--- config.mk ---
export PLATFORM = sky130hd
export DESIGN_NAME = frame_stamp_unit
export DESIGN_NICKNAME = d
export VERILOG_FILES = /design/src/rtl/fsu_pkg.sv /design/src/rtl/fsu_timer.sv /design/src/rtl/fsu_ctrl.sv /design/src/rtl/fsu_capture.sv /design/src/rtl/frame_stamp_unit.sv
export SDC_FILE = /design/constraint.sdc
export NUM_CORES = 1
export LEC_CHECK = 0
export BUFFER_PORTS_ARGS = -buffer_cell sky130_fd_sc_hd__buf_4
export CAP_MARGIN = 10
export CELL_PAD_IN_SITES_DETAIL_PLACEMENT = 0
export CELL_PAD_IN_SITES_GLOBAL_PLACEMENT = 1
export CORE_MARGIN = 5
export CORE_UTILIZATION = 47
export DETAILED_ROUTE_END_ITERATION = 12
export PLACE_DENSITY = 0.95
export SYNTH_ARGS = -nofsm -noshare
export SYNTH_HDL_FRONTEND = slang
export SYNTH_SLANG_ARGS = --single-unit
--- constraint.sdc ---
create_clock -name clk -period 6.3 [get_ports clk]
set_clock_uncertainty 0.05 [all_clocks]
set_input_delay 0.315 -clock clk [delete_from_list [all_inputs] [get_ports clk]]
set_output_delay 0.315 -clock clk [all_outputs]
set_load 0.1 [all_outputs]
--- src/rtl/fsu_pkg.sv ---
package fsu_pkg;
    typedef enum logic [1:0] {
        ST_IDLE   = 2'd0,
        ST_COUNT  = 2'd1,
        ST_SHRINK = 2'd2
    } fsu_state_e;
endpackage

--- src/rtl/fsu_timer.sv ---
module fsu_timer #(
    parameter int TMR_W = 32
) (
    input  logic             clk,
    input  logic             rst_n,
    output logic [TMR_W-1:0] timer_o
);
    localparam logic [TMR_W-1:0] ONE = TMR_W'(1);

    logic [TMR_W-1:0] tick_q;

    always_ff @(posedge clk or negedge rst_n) begin
        if (!rst_n) tick_q <= '0;
        else        tick_q <= tick_q + ONE;
    end

    assign timer_o = tick_q;

    // steps by one on every clock, wrapping naturally
    a_r11_timer_step: assert property (@(posedge clk) disable iff (!rst_n)
        1'b1 |=> tick_q == $past(tick_q) + ONE);
endmodule

--- src/rtl/fsu_ctrl.sv ---
module fsu_ctrl
    import fsu_pkg::*;
#(
    parameter int CNT_W = 16,
    parameter int REG_W = 32
) (
    input  logic             clk,
    input  logic             rst_n,
    input  logic             frame_i,
    input  logic             wr_en_i,
    input  logic [REG_W-1:0] wr_data_i,
    output logic [CNT_W-1:0] thr_o,
    output logic             match_o
);
    localparam logic [CNT_W:0] INC_ONE = (CNT_W+1)'(1);

    fsu_state_e       state_q, state_d;
    logic [CNT_W-1:0] thr_q;
    logic [CNT_W-1:0] cnt_q, cnt_d;
    logic [CNT_W-1:0] wr_val;
    logic [CNT_W:0]   cnt_inc;
    logic             wr_zero, wr_lower, hit;

    assign wr_val   = wr_data_i[CNT_W-1:0];
    assign wr_zero  = wr_en_i && (wr_val == '0);
    assign wr_lower = wr_en_i && (wr_val != '0) && (wr_val < thr_q);
    assign cnt_inc  = {1'b0, cnt_q} + INC_ONE;
    assign hit      = (cnt_inc == {1'b0, thr_q});

    // limit register
    always_ff @(posedge clk or negedge rst_n) begin
        if (!rst_n)       thr_q <= '0;
        else if (wr_en_i) thr_q <= wr_val;
    end

    // state register
    always_ff @(posedge clk or negedge rst_n) begin
        if (!rst_n) begin
            state_q <= ST_IDLE;
            cnt_q   <= '0;
        end else begin
            state_q <= state_d;
            cnt_q   <= cnt_d;
        end
    end

    // next-state logic
    always_comb begin
        state_d = state_q;
        unique case (state_q)
            ST_IDLE: begin
                if (wr_en_i && !wr_zero) state_d = ST_COUNT;
            end
            ST_COUNT: begin
                if (wr_zero)       state_d = ST_IDLE;
                else if (wr_lower) state_d = ST_SHRINK;
            end
            ST_SHRINK: begin
                if (wr_zero)      state_d = ST_IDLE;
                else if (frame_i) state_d = ST_COUNT;
            end
            default: state_d = ST_IDLE;
        endcase
    end

    // outputs and count datapath
    always_comb begin
        match_o = 1'b0;
        cnt_d   = cnt_q;
        unique case (state_q)
            ST_IDLE: cnt_d = '0;
            ST_COUNT: begin
                if (frame_i) begin
                    if (hit) begin
                        match_o = 1'b1;
                        cnt_d   = '0;
                    end else begin
                        cnt_d = cnt_inc[CNT_W-1:0];
                    end
                end
            end
            ST_SHRINK: begin
                if (frame_i) cnt_d = '0;
            end
            default: cnt_d = '0;
        endcase
        if (wr_zero) cnt_d = '0;
    end

    assign thr_o = thr_q;

    // a zero limit never matches
    a_r9_zero_no_match: assert property (@(posedge clk) disable iff (!rst_n)
        (thr_q == '0) |-> !match_o);
    // the frame after a lowering write is silent
    a_r8_shrink_silent: assert property (@(posedge clk) disable iff (!rst_n)
        (state_q == ST_SHRINK) |-> !match_o);
    // while counting, the count stays below the limit
    a_r7_count_below: assert property (@(posedge clk) disable iff (!rst_n)
        (state_q == ST_COUNT) |-> (cnt_q < thr_q));
    // a match restarts the count from zero
    a_r6_restart: assert property (@(posedge clk) disable iff (!rst_n)
        match_o |=> (cnt_q == '0));
endmodule

--- src/rtl/fsu_capture.sv ---
module fsu_capture #(
    parameter int TMR_W = 32
) (
    input  logic             clk,
    input  logic             rst_n,
    input  logic             match_i,
    input  logic             clr_i,
    input  logic [TMR_W-1:0] timer_i,
    output logic [TMR_W-1:0] snap_o,
    output logic             irq_o
);
    logic [TMR_W-1:0] snap_q;
    logic             irq_q;

    always_ff @(posedge clk or negedge rst_n) begin
        if (!rst_n)       snap_q <= '0;
        else if (match_i) snap_q <= timer_i;
    end

    always_ff @(posedge clk or negedge rst_n) begin
        if (!rst_n)       irq_q <= 1'b0;
        else if (match_i) irq_q <= 1'b1;
        else if (clr_i)   irq_q <= 1'b0;
    end

    assign snap_o = snap_q;
    assign irq_o  = irq_q;

    // a match raises the interrupt on the next cycle
    a_r4_irq_after_match: assert property (@(posedge clk) disable iff (!rst_n)
        match_i |=> irq_o);
    // the interrupt holds until cleared
    a_r4_irq_sticky: assert property (@(posedge clk) disable iff (!rst_n)
        (irq_o && !clr_i) |=> irq_o);
    // a clear with no match drops the interrupt
    a_r5_clear_drops: assert property (@(posedge clk) disable iff (!rst_n)
        (clr_i && !match_i) |=> !irq_o);
    // the snapshot changes only on a match
    a_r3_snap_hold: assert property (@(posedge clk) disable iff (!rst_n)
        !match_i |=> $stable(snap_o));
endmodule

--- src/rtl/frame_stamp_unit.sv ---
module frame_stamp_unit #(
    parameter int TMR_W = 32,
    parameter int CNT_W = 16,
    parameter int REG_W = 32
) (
    input  logic             clk,
    input  logic             rst_n,
    input  logic             frame_i,
    input  logic             thr_wr_en_i,
    input  logic [REG_W-1:0] thr_wr_data_i,
    input  logic             irq_clr_i,
    output logic [REG_W-1:0] thr_rd_data_o,
    output logic [TMR_W-1:0] snap_rd_data_o,
    output logic             irq_o
);
    localparam int RSV_W = REG_W - CNT_W;

    logic [TMR_W-1:0] timer;
    logic [CNT_W-1:0] thr;
    logic             match;
    logic             unused_rsv;

    assign unused_rsv = ^thr_wr_data_i[REG_W-1:CNT_W];

    fsu_timer #(.TMR_W(TMR_W)) u_timer (
        .clk     (clk),
        .rst_n   (rst_n),
        .timer_o (timer)
    );

    fsu_ctrl #(.CNT_W(CNT_W), .REG_W(REG_W)) u_ctrl (
        .clk       (clk),
        .rst_n     (rst_n),
        .frame_i   (frame_i),
        .wr_en_i   (thr_wr_en_i),
        .wr_data_i (thr_wr_data_i),
        .thr_o     (thr),
        .match_o   (match)
    );

    fsu_capture #(.TMR_W(TMR_W)) u_cap (
        .clk     (clk),
        .rst_n   (rst_n),
        .match_i (match),
        .clr_i   (irq_clr_i),
        .timer_i (timer),
        .snap_o  (snap_rd_data_o),
        .irq_o   (irq_o)
    );

    generate
        if (RSV_W > 0) begin : g_pad
            assign thr_rd_data_o = {{RSV_W{1'b0}}, thr};
        end else begin : g_nopad
            assign thr_rd_data_o = thr;
        end
    endgenerate

    // the reserved upper bits never read as one
    a_r2_rsv_zero: assert property (@(posedge clk) disable iff (!rst_n)
        thr_rd_data_o[REG_W-1:CNT_W] == '0);
endmodule

==> results.txt <==
Max-slew headroom: 44.0%
Clock Tree Buf Depth: 2
Dominant synthesized flop cell: dfrtp_1
Cell variety after synth: 49
Initial DRC count: 234
# IOs: 102
Worst-Skew Late Latency: 0.35 ns
Layout cells sized above 1: 23.1%
Vias post-DR: 3,722
IO Port Bufs: 69
Routability Congestion: 0.858
Worst-path clk slew: 0.07 ns
CP arrival: 3.75 ns
Final Util: 54.6%
FP Rows: 39
DR pass1 iterations: 4
Min Tclk post-route: 3.57 ns
Inserted Diodes: 0
Synth Area per Inst: 10.9 µm²
Leakage power: 0.00300 µW
Number of H-tree levels: 3
Synth Area in Simple Gates: 15.2%
Crit path kind: flip-flop to flip-flop
Setup violations, final: 0
Cts repair resizes: 0
Clock root cell: clkbuf_16
Chip width: 117 µm
Setup WS pre-CTS: 2.75 ns
Register bit total from synthesis: 99
Hpwl dp: 7.89 mm
Commonest non-fill, non-tap cells in the layout: 99 x dfrtp_1, 72 x buf_4, 45 x nand2_1
DR WL/cell: 15.5 µm
Slew @ Worst Pin: 0.840 ns
Synth Area in XOR/XNOR: 8.66%
Vias per inst: 5.27
Die height: 117 µm
Sink Count: 99
Largest net degree at the start of global routing: 68
Yosys warnings: 0
Die area: 13,600 µm²
Largest family of logic cells by synthesized area: simple AND/OR/NAND/NOR gates
Status: complete, no violations
Final instance area: 6180 µm²
Fmax: 280 MHz
WP data required: 6.48 ns
Syn Std Cell Area: 5360 µm²
Final WL: 11.0 mm
Final WS setup: 2.73 ns
TNS Setup: 0 ns
Total power: 1610 µW
TritonCTS buffer count: 9
Critical Path Fanout Max: 32
Antenna-violating nets left: 0
Vias in the first global route: 3,676
Fin crit share: 56.7%
Mux cell area share after synthesis: 10.5%
Ys async rst share: 100%
Nets: 612
Max Cap Violations: 0
EDFF count, synth: 0
DP Area: 5860 µm²
R2R depth: 9
Most common cell after layout, fill and taps aside: dfrtp_1
Hold depth: 2
Residual DRC count: 0
Post-Synth Adder-Cell Area: 3.97%
CTS tree: built
First-pass GRT wire length: 18.1 mm
Critical Path Source Type: flip-flop
Post-Syn Instances: 494
Sequential area share after synthesis: 46.2%
Initial antenna violation count: 0
All-layer global routing usage: 16.6%
Final Slew Violations: 0
Starting density of the core: 47.4%
RSZ-0062 raised after global routing: false
Global route overflow: 0
Post-synthesis compound-gate area fraction: 8.52%
Crit end category: flip-flop
Worst Hold Class: primary input to flip-flop
Power Density: 260 nW/µm²
Area Overhead vs Synth: 15.3%
VDD IR-drop max: 0.193 mV
Final hold vios: 0
Core area: 11,300 µm²
==> synth_stat cells, drive strengths merged (16+ instances only) <==
master | number | area [µm²]
a21oi | 17 | 85.1
buf | 29 | 257
dfrtp | 99 | 2480
ha | 17 | 213
inv | 22 | 82.6
mux2 | 34 | 495
nand2 | 46 | 175
nand3 | 25 | 125
nand4 | 16 | 100
nor2 | 21 | 95.1
o21ai | 21 | 105
xnor2 | 38 | 333
==> power breakdown <==
group	switching (µW)	leakage (µW)	internal [µW]	total (µW)
Sequential	30.8	0.00133	657	687
Combinational	241	0.00151	106	347
Clock	242	0.000156	331	573
==> critical path, stage by stage (launching register included) <==
cell and delay, ns:
dfrtp_1 0.45, ha_1 0.33, nand3_1 0.18, or2_2 0.36, xnor2_1 0.14, a2111o_1 0.42
nor4_2 0.36, nand2_2 0.15, nor2_8 0.59, mux2_2 0.41
==> path summary, 6_finish.rpt <==
check	startpoint	end	slack, ns
worst max-delay path	u_ctrl.cnt_q[0]	u_cap.snap_o[0]	2.73
worst min-delay path	irq_clr_i	u_cap.irq_o	0.10
worst max register to register	u_ctrl.cnt_q[0]	u_cap.snap_o[0]	2.73
min in group asynchronous	rst_n	u_ctrl.thr_o[3]	0.40
max in group asynchronous	rst_n	u_timer.timer_o[16]	4.61
worst min register to register	u_timer.timer_o[31]	u_timer.timer_o[31]	0.44
==> state kept, by name (all words and copies together), names as in the netlist <==
register	count
u_ctrl.cnt_q	16
u_timer.timer_o	32
u_ctrl.state_q	2
u_cap.snap_o	32
u_ctrl.thr_o	16
u_cap.irq_o	1
==> timing repair <==
item	4_1_cts	5_1_grt
endpoints found under the setup margin	0	0
endpoints found under the hold margin	32	0
hold buffers	1	0
buffers inserted	0	0
==> cell type report <==
| class | count | area [µm²] |
|---|---|---|
| inverters | 23 | 86.3 |
| clock inverters | 5 | 57.6 |
| fillers | 987 | 5140 |
| flip-flops and latches | 99 | 2480 |
| multi-input cells | 352 | 2580 |
| clock buffers | 11 | 253 |
| well taps | 143 | 179 |
| repair buffers | 73 | 551 |
==> cell families after synthesis <==
family,count (synthesis)
compound gates,71
xor+xnor,53
fa+ha+maj,17
buf+inv,58
flops,99
mux,41
other cells,1
simple gates,154
==> routing by layer <==
layer	routed length (µm)	track usage, %
met4	102	4.43
met2	5560	27.4
met3	410	4.58
met5	0	0
met1	4910	21.7
==> metrics by stage <==
step	std cells	hold WS, ns
floorplan	509	-0.0306
detailed placement	689	0.226
CTS	706	0.0933
global placement	689	0.222
global route	706	0.0901
finish	706	0.105
Note: power is estimated with default switching activity, not from simulation.
